### src/rtl/mdio_master.sv
module mdio_master #(
  parameter int CLK_DIV = 2
) (
  input  logic        clk,
  input  logic        rst_n,
  input  logic        ctl_we,
  input  logic [4:0]  ctl_phy,
  input  logic [4:0]  ctl_reg,
  input  logic        ctl_write,
  input  logic        ctl_start,
  input  logic        data_we,
  input  logic [15:0] data_wdata,
  output logic [4:0]  phy_q,
  output logic [4:0]  reg_q,
  output logic        write_q,
  output logic        busy,
  output logic [15:0] data_q,
  output logic        mdc,
  output logic        mdio_o,
  output logic        mdio_oe,
  input  logic        mdio_i
);

  localparam int CW = (CLK_DIV > 1) ? $clog2(CLK_DIV) : 1;
  localparam logic [CW-1:0] DIV_LAST = CW'(CLK_DIV - 1);

  logic [CW-1:0] div_cnt;
  logic [5:0]    bit_idx;
  logic [15:0]   rx_sh;
  logic [63:0]   frame;
  logic          tick, rise, fall, in_rd_win, in_rx_win;

  assign tick      = busy && (div_cnt == DIV_LAST);
  assign rise      = tick && !mdc;
  assign fall      = tick && mdc;
  assign in_rd_win = !write_q && (bit_idx >= 6'd46);
  assign in_rx_win = !write_q && (bit_idx >= 6'd48);

  assign frame = {32'hFFFF_FFFF, 2'b01,
                  write_q ? 2'b01 : 2'b10,
                  phy_q, reg_q,
                  write_q ? 2'b10 : 2'b00,
                  write_q ? data_q : 16'h0000};

  assign mdio_oe = busy && !in_rd_win;
  assign mdio_o  = busy ? frame[6'd63 - bit_idx] : 1'b1;

  always_ff @(posedge clk) begin
    if (!rst_n) begin
      phy_q   <= '0;
      reg_q   <= '0;
      write_q <= 1'b0;
      data_q  <= '0;
      busy    <= 1'b0;
      mdc     <= 1'b0;
      div_cnt <= '0;
      bit_idx <= '0;
      rx_sh   <= '0;
    end else if (!busy) begin
      if (data_we) data_q <= data_wdata;
      if (ctl_we) begin
        phy_q   <= ctl_phy;
        reg_q   <= ctl_reg;
        write_q <= ctl_write;
        if (ctl_start) begin
          busy    <= 1'b1;
          mdc     <= 1'b0;
          div_cnt <= '0;
          bit_idx <= '0;
        end
      end
    end else begin
      div_cnt <= tick ? '0 : div_cnt + 1'b1;
      if (rise) begin
        mdc <= 1'b1;
        if (in_rx_win) rx_sh <= {rx_sh[14:0], mdio_i};
      end
      if (fall) begin
        mdc <= 1'b0;
        if (bit_idx == 6'd63) begin
          busy <= 1'b0;
          if (!write_q) data_q <= rx_sh;
        end else begin
          bit_idx <= bit_idx + 6'd1;
        end
      end
    end
  end

  AST_IDLE_MDC_LOW: assert property (@(posedge clk) disable iff (!rst_n)
    !busy |-> !mdc);

  AST_PREAMBLE_ONES: assert property (@(posedge clk) disable iff (!rst_n)
    busy && bit_idx < 6'd32 |-> mdio_oe && mdio_o);

  AST_WR_TA_LOW: assert property (@(posedge clk) disable iff (!rst_n)
    busy && write_q && bit_idx == 6'd47 |-> mdio_oe && !mdio_o);

  AST_RD_DATA_HELD: assert property (@(posedge clk) disable iff (!rst_n)
    busy && $past(busy) && !write_q |-> $stable(data_q));

  AST_CHANGE_ON_FALL: assert property (@(posedge clk) disable iff (!rst_n)
    busy && $past(busy) && mdio_oe && $past(mdio_oe) && (mdio_o != $past(mdio_o))
    |-> !mdc && $past(mdc));

  AST_DONE_MDC_LOW: assert property (@(posedge clk) disable iff (!rst_n)
    $fell(busy) |-> !mdc);

  AST_FIELDS_LOCKED: assert property (@(posedge clk) disable iff (!rst_n)
    busy && $past(busy) |-> $stable(phy_q) && $stable(reg_q) && $stable(write_q));

endmodule

### config.mk
export PLATFORM = sky130hd
export DESIGN_NAME = mdio_master
export DESIGN_NICKNAME = d
export VERILOG_FILES = /design/src/rtl/mdio_master.sv
export SDC_FILE = /design/constraint.sdc
export NUM_CORES = 1
export LEC_CHECK = 0
export CORE_ASPECT_RATIO = 1.4
export CORE_UTILIZATION = 49
export DETAILED_ROUTE_END_ITERATION = 10
export PLACE_DENSITY = 0.79
export SLEW_MARGIN = 15
export SYNTH_ARGS = -nofsm -noshare
export SYNTH_HDL_FRONTEND = slang
export SYNTH_SLANG_ARGS = --single-unit
export TNS_END_PERCENT = 50
### constraint.sdc
create_clock -name clk -period 2.7 [get_ports clk]
set_input_delay 0.405 -clock clk [delete_from_list [all_inputs] [get_ports clk]]
set_output_delay 0.405 -clock clk [all_outputs]
set_load 0.005 [all_outputs]
Word level (Yosys, flattened, before mapping)
Cells that the tools add are included.

word-level totals
  bits in registers = 52
  output and inout bits = 31

operators by class
  add/sub/neg operators = 3
  order comparisons = 3
  equal/unequal tests = 6
  multiplexer cells = 28
  bitwise logic cells = 1
  reduce and logical (&&, ||, !) cells = 18

operator list
  kind                   number
  $mux W16               6
  $mux W6                5
  $mux W1                14
  $ge A6 B6 Y1 const B   2
  $reduce_and A4 Y1      2
  $lt A6 B7 Y1 const B   1
  $add A6 B1 Y6 const B  1
  $bmux W1 S6            1
  $eq A6 B6 Y1 const B   1
  $logic_and A1 B1 Y1    6
  $reduce_and A3 Y1      2
  $reduce_bool A2 Y1     3
  $sub A6 B6 Y6 const A  1
  $mux W2                2
  $ne A2 B1 Y1 const B   2
  $ne A2 B2 Y1 const B   2
  $reduce_and A2 Y1      2
  $logic_not A1 Y1       3
  $ne A3 B1 Y1 const B   1
  $add A1 B1 Y1 const B  1
  $not A1 Y1             1

Depth between registers and ports, before layout
  depth after elaboration = 5
  depth in mapped cells = 7
  gate-level depth less buffers = 6

Worst setup path before layout
Ideal clock, no wire load.

  kind = register to output
  start = register bit_idx[0]
  end = output mdio_o
  arrival = 1,645 ps
  slack = 650 ps
  stages on the path, launching flop included = 8
  buffers on the path = 2
  cells stage by stage = dfxtp_1 -> buf_2 -> buf_2 -> inv_1 -> ha_1 -> mux4_2 -> o21ai_0 -> a21oi_1

on the way
  word-level cells in the longest chain between the ends = 4

RTL lines
  element                        RTL line  text
  start, declared                28        logic [5:0] bit_idx;
  start signal, assigned         84        bit_idx <= bit_idx + 6'd1;
  $sub A6 B6 Y6                  46        assign mdio_o = busy ? frame[6'd63 - bit_idx] : 1'b1;
  $bmux W1 S6                    46
  $mux W1 (implied by the code)  46
  $mux W1                        46
  end, declared                  19        output logic mdio_o,

Every way passes these cells. The select of a mux whose other input is x is not followed.

Final worst setup path
Same ends and word-level chain as after synthesis.

==> summary.md <==
| Metric | Value |
|---|---|
| DRT Pass-1 Iters | `4` |
| Worst hold endpoint | `reg_q[0]` |
| Status | `completed` |
| Commonest non-fill, non-tap cells in the layout | `clkdlybuf4s50_1, dfxtp_1, mux2i_1` |
| Commonest non-fill, non-tap cell in the layout | `clkdlybuf4s50_1` |
| Rows | `31` |
| #FFs+latches synth | `52` |
| TritonCTS clock tree | `done` |
| Synth cell types | `34` |
| Clock buffer count from CTS | `5` |
| DP HPWL | `slightly above 4000 um` |
| Wirelength, routed | `about 5900 um` |
| Worst EP required | `roughly 2.3 ns` |
| N_diodes | `0` |
| Global route overflow | `0` |
| Maximum VDD drop | `0.000340 V` |
| M1 GR Usage | `0.256` |
| Clock Tree Buf Depth | `2` |
| Critical path peak fanout | `7` |
| Reg area | `~1000 um2` |
| Final WS setup | `around 0.37 ns` |
| Vias in the first global route | `~2100` |
| Synth Area per Inst | `between 9 and 10 um2` |
| Total chip power | `approximately 0.0015 W` |
| M3 GR Usage | `0.0425` |
| Core area | `just over 5000 um2` |
| Via density | `between 5 and 6` |
| Reg2Reg Capture Point | `rx_sh[8]` |
| Synth Area in Adders | `0.00948` |
| Crit. End Element | `output pin` |
| Hold WC Path Type | `register to register` |
| Wire per inst | `14.7 um` |
| Min-Delay Path Depth | `2` |
| Register area share after synthesis | `0.394` |
| Total of max-cap violations | `0` |
| Achievable Freq | `0.430 GHz` |
| DR iter-0 viols | `approximately 160` |
| Hold Startpoint | `reg_q[0]` |
| CP max-delay cell | `mux4_2` |
| Post-Place Cells | `between 300 and 400` |
| Gr busiest metal | `met2` |
| Post-Place Worst Slack | `between 0.2 and 0.25 ns` |
| Largest family of logic cells by synthesized area | `multiplexers` |
| # nets final | `371` |
| Lkg Pwr | `~1.3 nW` |
| Mux cell area share after synthesis | `0.251` |
| Critical-path cell list | `buf_4, mux4_2, nor2_2, nor4b_2, nor3_1, a21oi_1, dlymetal6s2s_1` |
| Endpoints failing setup | `0` |
| Layout cell share with drive strength beyond 1 | `0.139` |
| CP Class | `register to output pin` |
| Via count | `roughly 2200` |
| IO Port Bufs | `63` |
| Compound-Gate Fraction of Synth Area | `0.145` |
| Reg2reg setup slack | `roughly 0.56 ns` |
| Reg clk slew, reported paths | `0.09 ns` |
| Pins over their slew limit | `0` |
| FF-to-FF Start | `busy` |
| H-tree levels | `2` |
| Clock Latency Late Sink | `approximately 0.3 ns` |
| RSZ-0062 raised after global routing | `no` |
| DIE AREA | `about 5700 um2` |
| Drc violations | `0` |
| Arrival @ worst endpoint | `between 1.5 and 2 ns` |
| Final TNS setup | `0 ns` |
| Syn Nets | `~310` |
| Largest net degree at the start of global routing | `49` |
| Setup crit start kind | `register` |
| Synth Area in Simple Gates | `0.140` |
| Die height | `88.9 um` |
| Root Driver | `clkbuf_8` |
| Max_slew headroom | `0.405` |
| Min Tclk post-route | `between 2 and 2.5 ns` |
| Reg2Reg Depth | `4` |
| Synth warnings | `0` |
| Initial antenna violation count | `0` |
| Worst Tran Pin Value | `just under 0.9 ns` |
| Power Density | `452 nW/um2` |
| Detail Route Antenna Nets | `0` |
| First-pass GRT wire length | `a little under 10000 um` |
| Hold Violations, Final | `0` |
| Fill cell count | `~450` |
| Max Clock Skew | `around 0.0093 ns` |
| Syn-to-layout area delta | `29.9%` |
| GPL Wtd Cong | `0.803` |
| Global routing usage on met2 | `0.394` |
| Die W | `64.0 um` |
| Multi-input logic area | `1490 um2` |
| Worst path max stage delay | `approximately 0.5 ns` |
| Mapped Area | `about 2600 um2` |
| Clock Sink Count | `52` |
| # IOs | `64` |
| GR Util All Layers | `0.218` |
| Xor and xnor fraction of the mapped netlist area | `0.0166` |
| Period utilisation layout | `0.862` |
| Fin cells | `403` |
| Initial Utilization | `0.508` |
| Syn Inst Count | `around 280` |
-- repair_timing --
item,4_1_cts,5_1_grt
buffers inserted,0,1
pin swaps,0,1
resized for setup,2,4
endpoints found under the hold margin,0,0
cloned,0,0
endpoints found under the setup margin,1,1
hold buffers,0,0
-- final cells by class --
type,instances,share of cell area
multi-input cells,201,0.435
clock inverters,1,0.00219
inverters,4,0.00438
flip-flops and latches,52,0.305
repair buffers,72,0.204
clock buffers,7,0.0252
well taps,66,0.0241
-- cell usage after synthesis --
| master | n | area share |
|---|---|---|
| inv_1 | 4 | 0.0057 |
| nor3_1 | 2 | 0.0038 |
| a31oi_1 | 1 | 0.0024 |
| nand3_1 | 5 | 0.0095 |
| mux2_2 | 22 | 0.094 |
| a211oi_1 | 1 | 0.0028 |
| nand2_1 | 31 | 0.044 |
| o2111ai_1 | 1 | 0.0033 |
| or4b_1 | 1 | 0.0038 |
| o22ai_1 | 2 | 0.0047 |
| o31ai_1 | 1 | 0.0028 |
| buf_2 | 6 | 0.011 |
| ha_1 | 2 | 0.0095 |
| mux4_2 | 3 | 0.026 |
| mux2i_1 | 32 | 0.12 |
| nor2b_1 | 18 | 0.043 |
| nor4_4 | 1 | 0.0081 |
| buf_6 | 2 | 0.0085 |
| a21boi_0 | 15 | 0.043 |
| nand3b_1 | 1 | 0.0028 |
| a21oi_1 | 21 | 0.040 |
| o21ai_0 | 19 | 0.036 |
| and2_1 | 1 | 0.0024 |
| nor2_1 | 8 | 0.011 |
| clkbuf_1 | 13 | 0.018 |
| a311oi_1 | 1 | 0.0033 |
| nand2b_1 | 2 | 0.0047 |
| mux4_1 | 1 | 0.010 |
| o31a_1 | 1 | 0.0033 |
| xnor2_1 | 5 | 0.017 |
| dfxtp_1 | 52 | 0.39 |
| nand3_2 | 1 | 0.0038 |
| nor4b_1 | 1 | 0.0033 |
| a211o_1 | 1 | 0.0033 |
-- stage by stage --
stage | instance area [um2] | utilization | hold slack [ns]
after CTS | 3410 | 0.656 | 0.481
after detailed placement | 3310 | 0.637 | 0.472
after floorplan | 2640 | - | 0.468
final | 3430 | 0.660 | 0.476
after global routing | 3430 | 0.660 | 0.514
after global placement | 3310 | 0.637 | 0.470
-- worst max-delay path by stage --
stage	slack, ns	from	to
final	0.37	bit_idx[0]	mdio_o
after global routing	0.25	bit_idx[0]	mdio_o
after CTS	0.007	write_q	mdio_o
after detailed placement	0.21	bit_idx[0]	mdio_o
after global placement	0.23	bit_idx[0]	mdio_o
after floorplan	0.65	bit_idx[0]	mdio_o
-- flip-flops by register name (all words and copies together) (netlist names) --
| register | flops |
|---|---|
| bit_idx | 6 |
| busy | 1 |
| data_q | 16 |
| div_cnt | 1 |
| mdc | 1 |
| phy_q | 5 |
| reg_q | 5 |
| rx_sh | 16 |
| write_q | 1 |
-- worst max-delay path, delay by kind of cell, from the launching register on --
family | cells | cell delay [ns]
and+or+nand+nor | 3 | 0.38
muxes | 1 | 0.50
buffers and inverters | 2 | 0.29
DFF | 1 | 0.40
AOI/OAI and AO/OA | 1 | 0.06
-- cells by family after synthesis --
family | Yosys count
xor+xnor | 5
mux | 58
flops | 52
compound gates | 64
fa+ha+maj | 2
simple gates | 72
buf+inv | 25
-- power by group --
group | switching [W] | internal [W]
registers | 0.0000416 | 0.000801
clock network | 0.000246 | 0.000209
logic | 0.0000877 | 0.000164
total | 0.000375 | 0.00117
-- layer usage --
metal / up-vias / routed length [um]
met2: 63 / 3010
li1: 1100 / -
met3: 9 / 260
met1: 1018 / 2560
met5: - / 0
met4: 0 / 85
Power figures use the tool's default switching activity.
